`config.mk`:
```
export PLATFORM = sky130hd
export DESIGN_NAME = suspend_sequencer
export DESIGN_NICKNAME = d
export VERILOG_FILES = /design/src/rtl/pause_pkg.sv /design/src/rtl/drain_watch.sv /design/src/rtl/pause_fsm.sv /design/src/rtl/pause_outdec.sv /design/src/rtl/suspend_sequencer.sv
export SDC_FILE = /design/constraint.sdc
export NUM_CORES = 1
export LEC_CHECK = 0
export BUFFER_PORTS_ARGS = -buffer_cell sky130_fd_sc_hd__buf_2
export CAP_MARGIN = 20
export CORE_AREA = 8 8 45 47
export CTS_BUF_LIST = sky130_fd_sc_hd__clkbuf_8
export CTS_CLUSTER_DIAMETER = 120
export DETAILED_ROUTE_END_ITERATION = 8
export DIE_AREA = 0 0 53 55
export GPL_TIMING_DRIVEN = 0
export PLACE_DENSITY = 0.56
export SYNTH_ARGS = -nofsm -noshare
export SYNTH_HDL_FRONTEND = slang
export SYNTH_SLANG_ARGS = --single-unit
export TNS_END_PERCENT = 100
```
`constraint.sdc`:
```
create_clock -name clk -period 2.05 [get_ports clk]
set_input_delay 0.205 -clock clk [delete_from_list [all_inputs] [get_ports clk]]
set_output_delay 0.205 -clock clk [all_outputs]
set_load 0.005 [all_outputs]
```
`src/rtl/pause_pkg.sv`:
```
package pause_pkg;

  typedef enum logic [2:0] {
    PS_HALT = 3'd0,
    PS_RUN  = 3'd1,
    PS_TXD  = 3'd2,
    PS_RXD  = 3'd3,
    PS_SUSP = 3'd4
  } pstate_e;

  localparam int ENG_N  = 2;
  localparam int ENG_TX = 0;
  localparam int ENG_RX = 1;

  // An engine counts as drained when it pulses done or is simply idle.
  function automatic logic drained(input logic busy, input logic done);
    return done | ~busy;
  endfunction

  // Next state: cancel first, then host writes, then drain progress.
  function automatic pstate_e pnext(input pstate_e s,
                                    input logic    cancel,
                                    input logic    wr_one,
                                    input logic    wr_zero,
                                    input logic    tx_fin,
                                    input logic    rx_fin,
                                    input logic    init_ok);
    pstate_e n;
    n = s;
    if (cancel) begin
      n = PS_HALT;
    end else begin
      unique case (s)
        PS_HALT: if (init_ok) n = PS_RUN;
        PS_RUN:  if (wr_one)  n = PS_TXD;
        PS_TXD: begin
          if (wr_zero)     n = PS_RUN;
          else if (tx_fin) n = PS_RXD;
        end
        PS_RXD: begin
          if (wr_zero)     n = PS_RUN;
          else if (rx_fin) n = PS_SUSP;
        end
        PS_SUSP: if (wr_zero) n = PS_RUN;
        default: n = PS_HALT;
      endcase
    end
    return n;
  endfunction

endpackage

```
`src/rtl/drain_watch.sv`:
```
module drain_watch (
  input  logic armed,
  input  logic busy,
  input  logic done,
  output logic quiet,
  output logic finish
);
  import pause_pkg::*;

  assign quiet  = drained(busy, done);
  assign finish = armed & quiet;

endmodule

```
`src/rtl/pause_fsm.sv`:
```
module pause_fsm (
  input  logic                clk,
  input  logic                rst_n,
  input  logic                wr_en,
  input  logic                wr_val,
  input  logic                cancel,
  input  logic                init_ok,
  input  logic                tx_fin,
  input  logic                rx_fin,
  output pause_pkg::pstate_e  state,
  output logic                resume_q,
  output logic                ev_request,
  output logic                ev_withdraw,
  output logic                ev_resume
);
  import pause_pkg::*;

  logic    wr_one, wr_zero, draining;
  pstate_e nxt;

  assign wr_one   = wr_en &  wr_val;
  assign wr_zero  = wr_en & ~wr_val;
  assign draining = (state == PS_TXD) || (state == PS_RXD);

  assign ev_request  = !cancel && (state == PS_RUN)  && wr_one;
  assign ev_withdraw = !cancel && draining           && wr_zero;
  assign ev_resume   = !cancel && (state == PS_SUSP) && wr_zero;

  assign nxt = pnext(state, cancel, wr_one, wr_zero, tx_fin, rx_fin, init_ok);

  always_ff @(posedge clk or negedge rst_n) begin
    if (!rst_n) begin
      state    <= PS_HALT;
      resume_q <= 1'b0;
    end else begin
      state    <= nxt;
      resume_q <= ev_resume;
    end
  end

  p_susp_from_rxd_r4: assert property (@(posedge clk) disable iff (!rst_n)
    (state == PS_SUSP && $past(state) != PS_SUSP) |-> $past(state) == PS_RXD);

  p_rxd_from_txd_r4: assert property (@(posedge clk) disable iff (!rst_n)
    (state == PS_RXD && $past(state) != PS_RXD) |-> $past(state) == PS_TXD);

  p_cancel_halts_r8: assert property (@(posedge clk) disable iff (!rst_n)
    cancel |=> state == PS_HALT);

  p_resume_keeps_r6: assert property (@(posedge clk) disable iff (!rst_n)
    ev_resume |=> (state == PS_RUN && resume_q));

  p_withdraw_r7: assert property (@(posedge clk) disable iff (!rst_n)
    ev_withdraw |=> (state == PS_RUN && !resume_q));

  p_request_r3: assert property (@(posedge clk) disable iff (!rst_n)
    ev_request |=> state == PS_TXD);

endmodule

```
`src/rtl/pause_outdec.sv`:
```
module pause_outdec (
  input  logic                clk,
  input  logic                rst_n,
  input  pause_pkg::pstate_e  state,
  input  logic                resume_q,
  output logic                tx_ok,
  output logic                rx_ok,
  output logic                wb_hold,
  output logic                rdbk,
  output logic                need_init,
  output logic                open,
  output logic                resume
);
  import pause_pkg::*;

  always_comb begin
    tx_ok     = 1'b0;
    rx_ok     = 1'b0;
    wb_hold   = 1'b0;
    rdbk      = 1'b0;
    need_init = 1'b0;
    open      = 1'b0;
    unique case (state)
      PS_RUN:  begin tx_ok = 1'b1; rx_ok = 1'b1; end
      PS_TXD:  wb_hold = 1'b1;
      PS_RXD:  ;
      PS_SUSP: begin rdbk = 1'b1; open = 1'b1; end
      default: begin need_init = 1'b1; open = 1'b1; end
    endcase
  end

  assign resume = resume_q;

  p_rdbk_blocks_r5: assert property (@(posedge clk) disable iff (!rst_n)
    rdbk |-> (!tx_ok && !rx_ok && !wb_hold));

  p_pulse_single_r6: assert property (@(posedge clk) disable iff (!rst_n)
    resume |=> !resume);

  p_pulse_runs_r6: assert property (@(posedge clk) disable iff (!rst_n)
    resume |-> (tx_ok && rx_ok && !need_init));

  p_rdbk_rise_r4: assert property (@(posedge clk) disable iff (!rst_n)
    $rose(rdbk) |-> $past(!tx_ok && !wb_hold));

endmodule

```
`src/rtl/suspend_sequencer.sv`:
```
module suspend_sequencer (
  input  logic clk,
  input  logic rst_n,
  input  logic spnd_wr,
  input  logic spnd_wdata,
  input  logic stop_set,
  input  logic rstreg_rd,
  input  logic init_done,
  input  logic tx_busy,
  input  logic tx_done,
  input  logic rx_busy,
  input  logic rx_done,
  output logic tx_start_ok,
  output logic rx_start_ok,
  output logic rx_wb_hold,
  output logic spnd_rdbk,
  output logic init_needed,
  output logic cfg_open,
  output logic resume_pulse
);
  import pause_pkg::*;

  localparam int NE = ENG_N;

  pstate_e         state;
  logic            resume_q;
  logic            cancel;
  logic [NE-1:0]   eng_busy, eng_done, eng_arm, eng_quiet, eng_fin;
  logic            ev_request, ev_withdraw, ev_resume;

  assign cancel = stop_set | rstreg_rd;

  assign eng_busy[ENG_TX] = tx_busy;
  assign eng_busy[ENG_RX] = rx_busy;
  assign eng_done[ENG_TX] = tx_done;
  assign eng_done[ENG_RX] = rx_done;
  assign eng_arm[ENG_TX]  = (state == PS_TXD);
  assign eng_arm[ENG_RX]  = (state == PS_RXD);

  for (genvar g = 0; g < NE; g++) begin : g_eng
    drain_watch u_dw (
      .armed  (eng_arm[g]),
      .busy   (eng_busy[g]),
      .done   (eng_done[g]),
      .quiet  (eng_quiet[g]),
      .finish (eng_fin[g])
    );
  end

  pause_fsm u_fsm (
    .clk         (clk),
    .rst_n       (rst_n),
    .wr_en       (spnd_wr),
    .wr_val      (spnd_wdata),
    .cancel      (cancel),
    .init_ok     (init_done),
    .tx_fin      (eng_fin[ENG_TX]),
    .rx_fin      (eng_fin[ENG_RX]),
    .state       (state),
    .resume_q    (resume_q),
    .ev_request  (ev_request),
    .ev_withdraw (ev_withdraw),
    .ev_resume   (ev_resume)
  );

  pause_outdec u_dec (
    .clk       (clk),
    .rst_n     (rst_n),
    .state     (state),
    .resume_q  (resume_q),
    .tx_ok     (tx_start_ok),
    .rx_ok     (rx_start_ok),
    .wb_hold   (rx_wb_hold),
    .rdbk      (spnd_rdbk),
    .need_init (init_needed),
    .open      (cfg_open),
    .resume    (resume_pulse)
  );

  // a clearing write beats the drain completion in the same cycle
  p_clear_beats_done_r11: assert property (@(posedge clk) disable iff (!rst_n)
    (ev_withdraw && (eng_quiet[ENG_TX] || eng_quiet[ENG_RX])) |=> tx_start_ok);

  p_stay_in_txd_r3: assert property (@(posedge clk) disable iff (!rst_n)
    (rx_wb_hold && !cancel && !spnd_wr && !eng_quiet[ENG_TX]) |=> rx_wb_hold);

  p_request_blocks_r2: assert property (@(posedge clk) disable iff (!rst_n)
    ev_request |=> (!tx_start_ok && !rx_start_ok));

endmodule

```
==> results of run 1 <==
-- cells in the final DEF, fill, tap and decap left out, types with 2 or more instances in the layout --
cell type  Yosys  routed
nor2_1         3       3
nand2b_1       3       3
nor3_1         2       2
o21ai_0        2       2
clkbuf_8       0       3
buf_2          1      18
nor2b_1        4       4
nand2_1        4       4
dfrtp_1        4       4
-- how the worst min path moves through the flow --
stage | cells after the start | startpoint | end
6_report | 2 | stop_set | u_fsm.resume_q
3_5_place_dp | 1 | rst_n | u_fsm.state[2]
5_1_grt | 2 | stop_set | u_fsm.resume_q
4_1_cts | 2 | stop_set | u_fsm.resume_q
3_3_place_gp | 1 | rst_n | u_fsm.state[0]
2_1_floorplan | 0 | rst_n | u_fsm.resume_q
-- metal layers --
metal / wire length (um) / vias up / track usage [%]
li1: - / 174 / -
met1: 344 / 147 / 6.90
met2: 345 / 20 / 8.01
met3: 145 / 2 / 5.08
met4: 17 / 0 / 3.88
met5: 0 / - / 0
-- area by class of cell --
type	instances	share of cell area, %
multi-input combinational	30	39.0
clock buffer	3	8.87
timing repair buffer	18	20.4
inverter	1	0.806
tap	16	4.30
sequential	4	21.5
buffer	3	5.11
-- flip-flops by register name (all words and copies together), names as in the netlist --
signal          flops
u_fsm.resume_q      1
u_fsm.state         3
-- per-stage QoR --
step	instances	power (mW)	setup slack, ps	cell area (um2)
after global placement	71	0.126	723	414
final	75	0.293	502	465
after floorplan	38	0.105	757	309
after global routing	75	0.309	471	465
after detailed placement	71	0.126	712	414
after CTS	75	0.297	518	465
-- logic make-up (layout without fill, tap and decap cells) --
logic type	after synthesis	count (layout)	share of synthesized area [%]
xor gates and xnor gates	1	1	2.83
DFF	4	4	32.4
AOI/OAI and AO/OA	6	6	12.6
and+or+nand+nor	23	23	43.3
buffers and inverters	4	25	8.90
-- power groups by stage --
stage | Clock, mW | Sequential (mW) | Combinational, mW
floorplan | 0 | 0.0826 | 0.0227
global placement | 0 | 0.0827 | 0.0431
detailed placement | 0 | 0.0827 | 0.0435
CTS | 0.170 | 0.0820 | 0.0449
global route | 0.178 | 0.0822 | 0.0494
finish | 0.166 | 0.0821 | 0.0448
==> summary.md, run 1 <==
| Metric | Value |
|---|---|
| Worst VDD drop | around 0.00026 V |
| Root Buffer | clkbuf_8 |
| Fin crit period | approximately 1500 ps |
| Crit. Startpoint | u_fsm.state[0] |
| Reg power frac | between 20 and 30% |
| Clk buf depth | 2 |
| Setup repair after global routing missed its margin | false |
| Reg-to-reg slack, setup | 690 ps |
| Placer Congestion | between 0.7 and 0.8 |
| Crit path depth | 5 |
| Worst reg2reg path depth | 4 |
| CP peak stage delay | 340 ps |
| Hold Violations, Final | 0 |
| DR vias/cell | between 4 and 5 |
| Starting Density | roughly 22% |
| CP bufs+invs | 3 |
| Maxcap violations | 0 |
| Antenna violations before repair | 0 |
| Crit-path slowest cell | dfrtp_1 |
| Worst Setup End Kind | primary output |
| H-tree depth | 1 |
| Synth Warn # | 0 |
| Worst r2r src | u_fsm.state[0] |
| Largest net degree at the start of global routing | 10 |
| Top post-synthesis cells by area | dfrtp_1 (32%), nor2b_1 (8.1%), nand2b_1 (6.1%), nand2_1 (4.9%), and3_4 (3.6%) |
| Power per cell area | 629 nW/um2 |
| F_max | approximately 0.65 GHz |
| Horiz. Die Dim | roughly 53 um |
| # setup viols final | 0 |
| Least-Margin Pin Slew | 295 ps |
| GRT Util Overall | between 6 and 7% |
| Sequential share of the synthesized area | approximately 32% |
| Final Cycle Share | between 70 and 80% |
| CTS tree | built |
| Initial drt markers | 11 |
| Sw Ratio | around 21% |
| First-pass DRT Iterations | 4 |
| Reg-to-Reg End | u_fsm.state[0] |
| Critical path class | reg -> out |
| Clock sink count | 4 |
| DR vias | 343 |
| Worst Path Max Fanout | 9 |
| First-pass GRT wire length | about 1.3 mm |
| Post-synth top area share | 32.4% |
| Die H | ~55 um |
| CTS Hold Bufs | 1 |
| Area growth syn-to-layout | 50.6% |
| Synth Flop Type | dfrtp_1 |
| EDFF count, synth | 0 |
| CP top delay family | simple AND/OR/NAND/NOR gates |
| CTS buffer count | 3 |
| Ys async rst share | 100% |
| Vias in the first global route | between 300 and 400 |
| Netlist Area Pre-Place | just over 300 um2 |
| Multi-input gate area | 181 um2 |
| Final worst clock skew | roughly 3.9 ps |
| Register Area | ~100 um2 |
| Critical-path cell list | buf_6, nor2b_1, nor2b_1, buf_4, buf_2 |
| Crit path capture | tx_start_ok |
| Nets | just over 70 |
| Synth Register Bits | 4 |
| Final WL | ~850 um |
| Drt drc | 0 |
| Gr ovfl total | 0 |
| Switching pwr | 62.9 uW |
| Max_slew headroom | 80.1% |
| Post-CTS Setup Inserts | 0 |
| Core ar. | about 1400 um2 |
| Worst-Skew Late Latency | around 220 ps |
| Post-Syn Instances | 38 |
| Cell variety after synth | 23 |
| HP Class | in -> reg |
| Share of cells above drive strength 1 | approximately two fifths |
| Setup_tns | 0 ps |
| Core Rows | 14 |
| Clock power frac | 56.7% |
| Die ar. | roughly 3000 um2 |
| Remaining antenna violation count | 0 |
| Avg Synthesized Cell Area | 8.13 um2 |
| HPWL Detailed | between 600 and 700 um |
| Final design utilization | approximately 34% |
| Slew Limit Fails | 0 |
| Yosys top cell by area | dfrtp_1 |
| Internal | roughly 230 uW |
| Status | finished clean |
| Filler cell count | between 150 and 200 |
| Top cells by count, synth | dfrtp_1 (4), nand2_1 (4), nor2b_1 (4) |
| Startpoint types | flop |
| Worst path arrival time | roughly 1300 ps |
| Drt wl/cell | 11.3 um |
| IO Port Bufs | 17 |
| Required @ worst endpoint | ~1900 ps |
| Synth Net Count | 49 |
| Post-CTS Resized | 0 |
| Io pins | 18 |
| Most used cell, CP | nor2b_1 |
| CTS clk-pin slew, worst paths | around 30 ps |
| Ant. Diodes | 0 |
| Combinational group share of total power | roughly 15% |
| Fin Hold WS | about 180 ps |
| Leak | 0.236 nW |
(Power assumes the default switching activity.)
==> run 2: changes to the inputs <==
--- a/config.mk
+++ b/config.mk
@@ -5,6 +5,7 @@
 export SDC_FILE = /design/constraint.sdc
 export NUM_CORES = 1
 export LEC_CHECK = 0
+export ABC_AREA = 1
 export BUFFER_PORTS_ARGS = -buffer_cell sky130_fd_sc_hd__buf_2
 export CAP_MARGIN = 20
 export CORE_AREA = 8 8 45 47
@@ -13,7 +14,7 @@
 export DETAILED_ROUTE_END_ITERATION = 8
 export DIE_AREA = 0 0 53 55
 export GPL_TIMING_DRIVEN = 0
-export PLACE_DENSITY = 0.56
+export PLACE_DENSITY = 0.61
 export SYNTH_ARGS = -nofsm -noshare
 export SYNTH_HDL_FRONTEND = slang
 export SYNTH_SLANG_ARGS = --single-unit
==> constraint.sdc (replaced) <==
create_clock -name clk -period 1.35 [get_ports clk]
set_input_delay 0.135 -clock clk [delete_from_list [all_inputs] [get_ports clk]]
set_output_delay 0.135 -clock clk [all_outputs]
set_load 0.005 [all_outputs]
==> summary.md, run 2 <==
| Metric | Value |
|---|---|
| Worst path arrival time | approximately 1200 ps |
| Share of cells above drive strength 1 | a little over two fifths |
| Setup repair after global routing missed its margin | true |
| Die H | between 50 and 60 um |
| Worst-Skew Late Latency | between 200 and 250 ps |
| Highest-count cells in the layout ignoring fill and taps | nand2_1 (17), buf_2 (17), inv_1 (9) |
| Sequential share of the synthesized area | 28.8% |
| Sw Ratio | around a quarter |
| Ys async rst share | 100% |
| Clock power frac | between 50% and 60% |
| Die ar. | roughly 2900 um2 |
| DR vias/cell | ~4.4 |
| F_max | around 0.75 GHz |
| Internal | ~360 uW |
| Status | finished clean |
| Critical path class | reg -> out |
| Vias in the first global route | roughly 430 |
| Final instance area | about 530 um2 |
| Top cells by count, synth | nand2_1 (18), inv_1 (9), nor2_2 (7) |
| IO Port Bufs | 17 |
| Cell with the most instances after synthesis | nand2_1 |
| Nets | 95 |
| Synth Net Count | 70 |
| Remaining antenna violation count | 0 |
| Synth Warn # | 0 |
| Worst VDD drop | roughly 0.0003 V |
| Initial drt markers | 12 |
| Root Buffer | clkbuf_8 |
| Io pins | 18 |
| Gr ovfl total | 0 |
| Netlist Area Pre-Place | between 300 and 400 um2 |
| HPWL Detailed | around 800 um |
| First-pass GRT wire length | 1.73 mm |
| Clk buf depth | 2 |
| Worst Path Max Fanout | 7 |
| Least-Margin Pin Slew | between 200 and 300 ps |
| Power per cell area | around 880 nW/um2 |
| Fin Hold WS | 256 ps |
| Required @ worst endpoint | approximately 1200 ps |
| Leak | 0.307 nW |
| DR vias | about 430 |
| # setup viols final | 0 |
| Placed cells | 92 |
| Area growth syn-to-layout | 52.9% |
| CTS clk-pin slew, worst paths | around 30 ps |
| Starting Density | about 25% |
| First-pass DRT Iterations | 4 |
| Largest net degree at the start of global routing | 8 |
| Max FFs per register | 3 |
| Hold Violations, Final | 0 |
| Fin cells | 98 |
| Slew Limit Fails | 0 |
| H-tree depth | 1 |
| Placed cell areas | 453 um2 |
| Core Rows | 14 |
| Final WL | 1.02 mm |
| Setup_tns | 0 ps |
| Drt wl/cell | 10.4 um |
| Fin crit period | around 1300 ps |
| Placer Congestion | between 0.8 and 0.9 |
| Reg power frac | roughly 28% |
| HP Class | in -> async |
| Antenna violations before repair | 0 |
| Post-Syn Instances | 59 |
| Post-synth top area share | 28.8% |
| Final design utilization | between 30% and 40% |
| Cell variety after synth | 13 |
| CTS tree | built |
| GRT Util Overall | 7.78% |
| Final worst clock skew | 1.30 ps |
| Reg with most FFs | u_fsm.state |
| Max_slew headroom | 82.7% |
| Avg Synthesized Cell Area | roughly 5.9 um2 |
| Clock sink count | 4 |
| Yosys top cell by area | dfrtp_1 |
| Synth Register Bits | 4 |
| Reg-to-reg slack, setup | 150 ps |
| CTS buffer count | 3 |
| Startpoint types | flop |
| Largest registers ranked by flip-flop count | u_fsm.state (3), u_fsm.resume_q (1) |
| EDFF count, synth | 0 |
| Ant. Diodes | 0 |
| Combinational group share of total power | approximately 19% |
| Worst Setup End Kind | primary output |
| Maxcap violations | 0 |
| Core ar. | 1380 um2 |
| Final Cycle Share | ~99% |
| Switching pwr | 110 uW |
| Drt drc | 0 |
| Horiz. Die Dim | between 50 and 60 um |
| Top post-synthesis cells by area | dfrtp_1 (29%), nand2_1 (19%), nor2_2 (13%), inv_1 (9.7%), nand3_1 (8.6%) |
| Synth Flop Type | dfrtp_1 |
[run 2: stage by stage]
step | total power, mW | setup WS, ps
floorplan | 0.179 | 251
CTS | 0.472 | 11.6
detailed placement | 0.218 | 58.9
finish | 0.468 | 16.5
global placement | 0.216 | 106
global route | 0.500 | -47.7
[run 2: final cells by class]
type / instances / area (um2)
repair buffers: 20 / 110
flip-flops and latches: 4 / 103
fillers: 150 / 852
inverters: 10 / 37.5
plain buffers: 1 / 7.51
clock buffers: 3 / 41.3
well taps: 16 / 20.0
multi-input cells: 44 / 213
[run 2: path summary, 6_finish.rpt]
kind                                startpoint              to  cells after the start
worst max-delay path            u_fsm.state[0]     init_needed                      5
worst min register to register  u_fsm.state[0]  u_fsm.state[0]                      2
max in group asynchronous                rst_n  u_fsm.state[2]                      2
worst min-delay path                     rst_n  u_fsm.resume_q                      2
worst max register to register  u_fsm.state[0]  u_fsm.state[0]                      8
min in group clk                      stop_set  u_fsm.state[1]                      4
[run 2: power by group through the flow]
stage	logic [mW]	clock network [mW]	registers (mW)
floorplan	0.0480	0	0.131
global placement	0.0839	0	0.132
detailed placement	0.0857	0	0.132
CTS	0.0899	0.249	0.132
global route	0.103	0.264	0.133
finish	0.0909	0.244	0.132
[run 2: timing repair]
action | 4_1_cts | 5_1_grt
hold buffers | 1 | 0
setup endpoints to repair | 2 | 2
resized for setup | 4 | 1
hold endpoints to repair | 4 | 0
buffers inserted | 2 | 0
[run 2: critical path, stage by stage (launching register included)]
cell and delay, ps:
dfrtp_2 420, nor2_2 70, nand2_2 80, inv_1 60, nor4_1 200, buf_2 150
[run 2: logic make-up (layout without fill, tap and decap cells)]
family,after synthesis,after routing,share of synthesized area [%]
buffers and inverters,11,34,12.9
flip-flops,4,4,28.8
AO/OA/AOI/OAI,4,4,5.75
AND/OR/NAND/NOR,40,40,52.5
[run 2: metal layers]
metal	track usage [%]	routed length, um	part of all wire (%)
met1	8.12	439	43
met2	12.7	518	51
met3	2.41	42	4.1
met4	6.47	19	1.9
met5	0	0	0
==> run 3: changes to the inputs <==
--- a/config.mk
+++ b/config.mk
@@ -5,7 +5,6 @@
 export SDC_FILE = /design/constraint.sdc
 export NUM_CORES = 1
 export LEC_CHECK = 0
-export ABC_AREA = 1
 export BUFFER_PORTS_ARGS = -buffer_cell sky130_fd_sc_hd__buf_2
 export CAP_MARGIN = 20
 export CORE_AREA = 8 8 45 47
@@ -13,8 +12,9 @@
 export CTS_CLUSTER_DIAMETER = 120
 export DETAILED_ROUTE_END_ITERATION = 8
 export DIE_AREA = 0 0 53 55
+export GPL_ROUTABILITY_DRIVEN = 0
 export GPL_TIMING_DRIVEN = 0
-export PLACE_DENSITY = 0.61
+export PLACE_DENSITY = 0.58
 export SYNTH_ARGS = -nofsm -noshare
 export SYNTH_HDL_FRONTEND = slang
 export SYNTH_SLANG_ARGS = --single-unit
==> summary.md, run 3 (synthesis gave the netlist of run 1 again) <==
| Metric | Value |
|---|---|
| Status | finished clean |
| Final design utilization | between 30 and 40% |
| Max_slew headroom | 80.4% |
| Switching pwr | ~94 uW |
| Core ar. | 1380 um2 |
| DR vias | around 330 |
| Fin cells | 75 |
| Power per cell area | about 920 nW/um2 |
| Largest net degree at the start of global routing | 9 |
| Fin Hold WS | between 100 and 150 ps |
| Initial drt markers | 12 |
| Core Rows | 14 |
| First-pass GRT wire length | 1.44 mm |
| CTS buffer count | 3 |
| Highest-count cells in the layout ignoring fill and taps | buf_2 (17), nand2_1 (4), nand2b_1 (3), clkbuf_8 (3), dfrtp_1 (3) |
| Hold Violations, Final | 0 |
| Most common cell after layout, fill and taps aside | buf_2 |
| First-pass DRT Iterations | 4 |
| Worst Path Max Fanout | 6 |
| Clk buf depth | 2 |
| Drt drc | 0 |
| Horiz. Die Dim | around 53 um |
| Worst Setup End Kind | flop |
| Sw Ratio | a little over a fifth |
| Clock power frac | 55.4% |
| Internal | 355 uW |
| Worst path arrival time | about 1500 ps |
| Share of cells above drive strength 1 | a little under half |
| Fin worst setup slack | 34.1 ps |
| Overall power | around 450 uW |
| H-tree depth | 1 |
| Setup repair after global routing missed its margin | true |
| F_max | 0.760 GHz |
| Die ar. | 2920 um2 |
| Least-Margin Pin Slew | 291 ps |
| Largest registers ranked by flip-flop count | u_fsm.state (3), u_fsm.resume_q (1) |
| Required @ worst endpoint | roughly 1500 ps |
| Slew Limit Fails | 0 |
| HPWL Detailed | around 680 um |
| Reg with most FFs | u_fsm.state |
| Final instance area | ~490 um2 |
| Gr ovfl total | 0 |
| Starting Density | between 20 and 25% |
| Reg power frac | between 20% and 30% |
| Antenna violations before repair | 0 |
| CTS clk-pin slew, worst paths | about 30 ps |
| Worst-Skew Late Latency | roughly 220 ps |
| Io pins | 18 |
| Ant. Diodes | 0 |
| # setup viols final | 0 |
| Max FFs per register | 3 |
| Area growth syn-to-layout | 58.7% |
| Final Cycle Share | a little over nine tenths |
| Root Buffer | clkbuf_8 |
| Placed cell areas | 414 um2 |
| IO Port Bufs | 17 |
| GRT Util Overall | about 7.3% |
| HP Class | in -> reg |
| Vias in the first global route | 335 |
| Final worst clock skew | 2.42 ps |
| Remaining antenna violation count | 0 |
| Fin crit period | about 1300 ps |
| DR vias/cell | between 4 and 5 |
| DP Worst Slack | around 25 ps |
| Critical path class | reg -> reg |
| Startpoint types | flop |
| Die H | 55 um |
| CTS tree | built |
| Worst VDD drop | between 0.0002 and 0.0003 V |
| Placed cells | 71 |
| Drt wl/cell | 11.5 um |
| Combinational group share of total power | between 15 and 20% |
| Maxcap violations | 0 |
| Leak | between 0.2 and 0.25 nW |
| Final WL | ~860 um |
| Setup_tns | 0 ps |
| Nets | between 70 and 80 |
| Clock sink count | 4 |
==> run 3: final cells by class <==
type                    count  area (um2)
plain buffers               2        16.3
clock buffers               3        41.3
fillers                   149         893
inverters                   1        3.75
multi-input cells          30         199
flip-flops and latches      4         101
well taps                  16        20.0
repair buffers             19         109
==> run 3: final timing paths <==
path / from / end / slack [ps] / depth (start not counted)
worst max-delay path: u_fsm.state[0] / u_fsm.state[0] / 30 / 4
worst min-delay path: stop_set / u_fsm.resume_q / 110 / 2
worst max register to register: u_fsm.state[0] / u_fsm.state[0] / 30 / 4
worst min register to register: u_fsm.state[2] / u_fsm.state[1] / 630 / 2
max in group asynchronous: rst_n / u_fsm.state[1] / 970 / 2
min in group asynchronous: rst_n / u_fsm.state[0] / 250 / 2
==> run 3: critical path, cell delays in order, from the launching register on <==
cell     delay, ps
dfrtp_1        360
buf_6          130
and3_4         170
or4_1          500
nand3_1         90
==> run 3: repair_timing <==
action,CTS,global route
setup endpoints to repair,3,5
endpoints found under the hold margin,4,0
hold buffers,1,0
pin swaps,0,1
buffers inserted,1,0
resized for setup,5,3
gates cloned,0,0
==> run 3: metal layers <==
layer / routed length [um] / global-route usage (%)
met1: 347 / 7.18
met2: 401 / 10.5
met3: 93 / 2.94
met4: 23 / 9.05
met5: 0 / 0
==> run 3: power by group through the flow <==
stage | Combinational, mW | Sequential [mW] | Clock, mW
2_1_floorplan | 0.0345 | 0.125 | 0
3_3_place_gp | 0.0656 | 0.126 | 0
3_5_place_dp | 0.0664 | 0.126 | 0
4_1_cts | 0.0761 | 0.125 | 0.256
5_1_grt | 0.0844 | 0.125 | 0.271
6_report | 0.0761 | 0.125 | 0.249
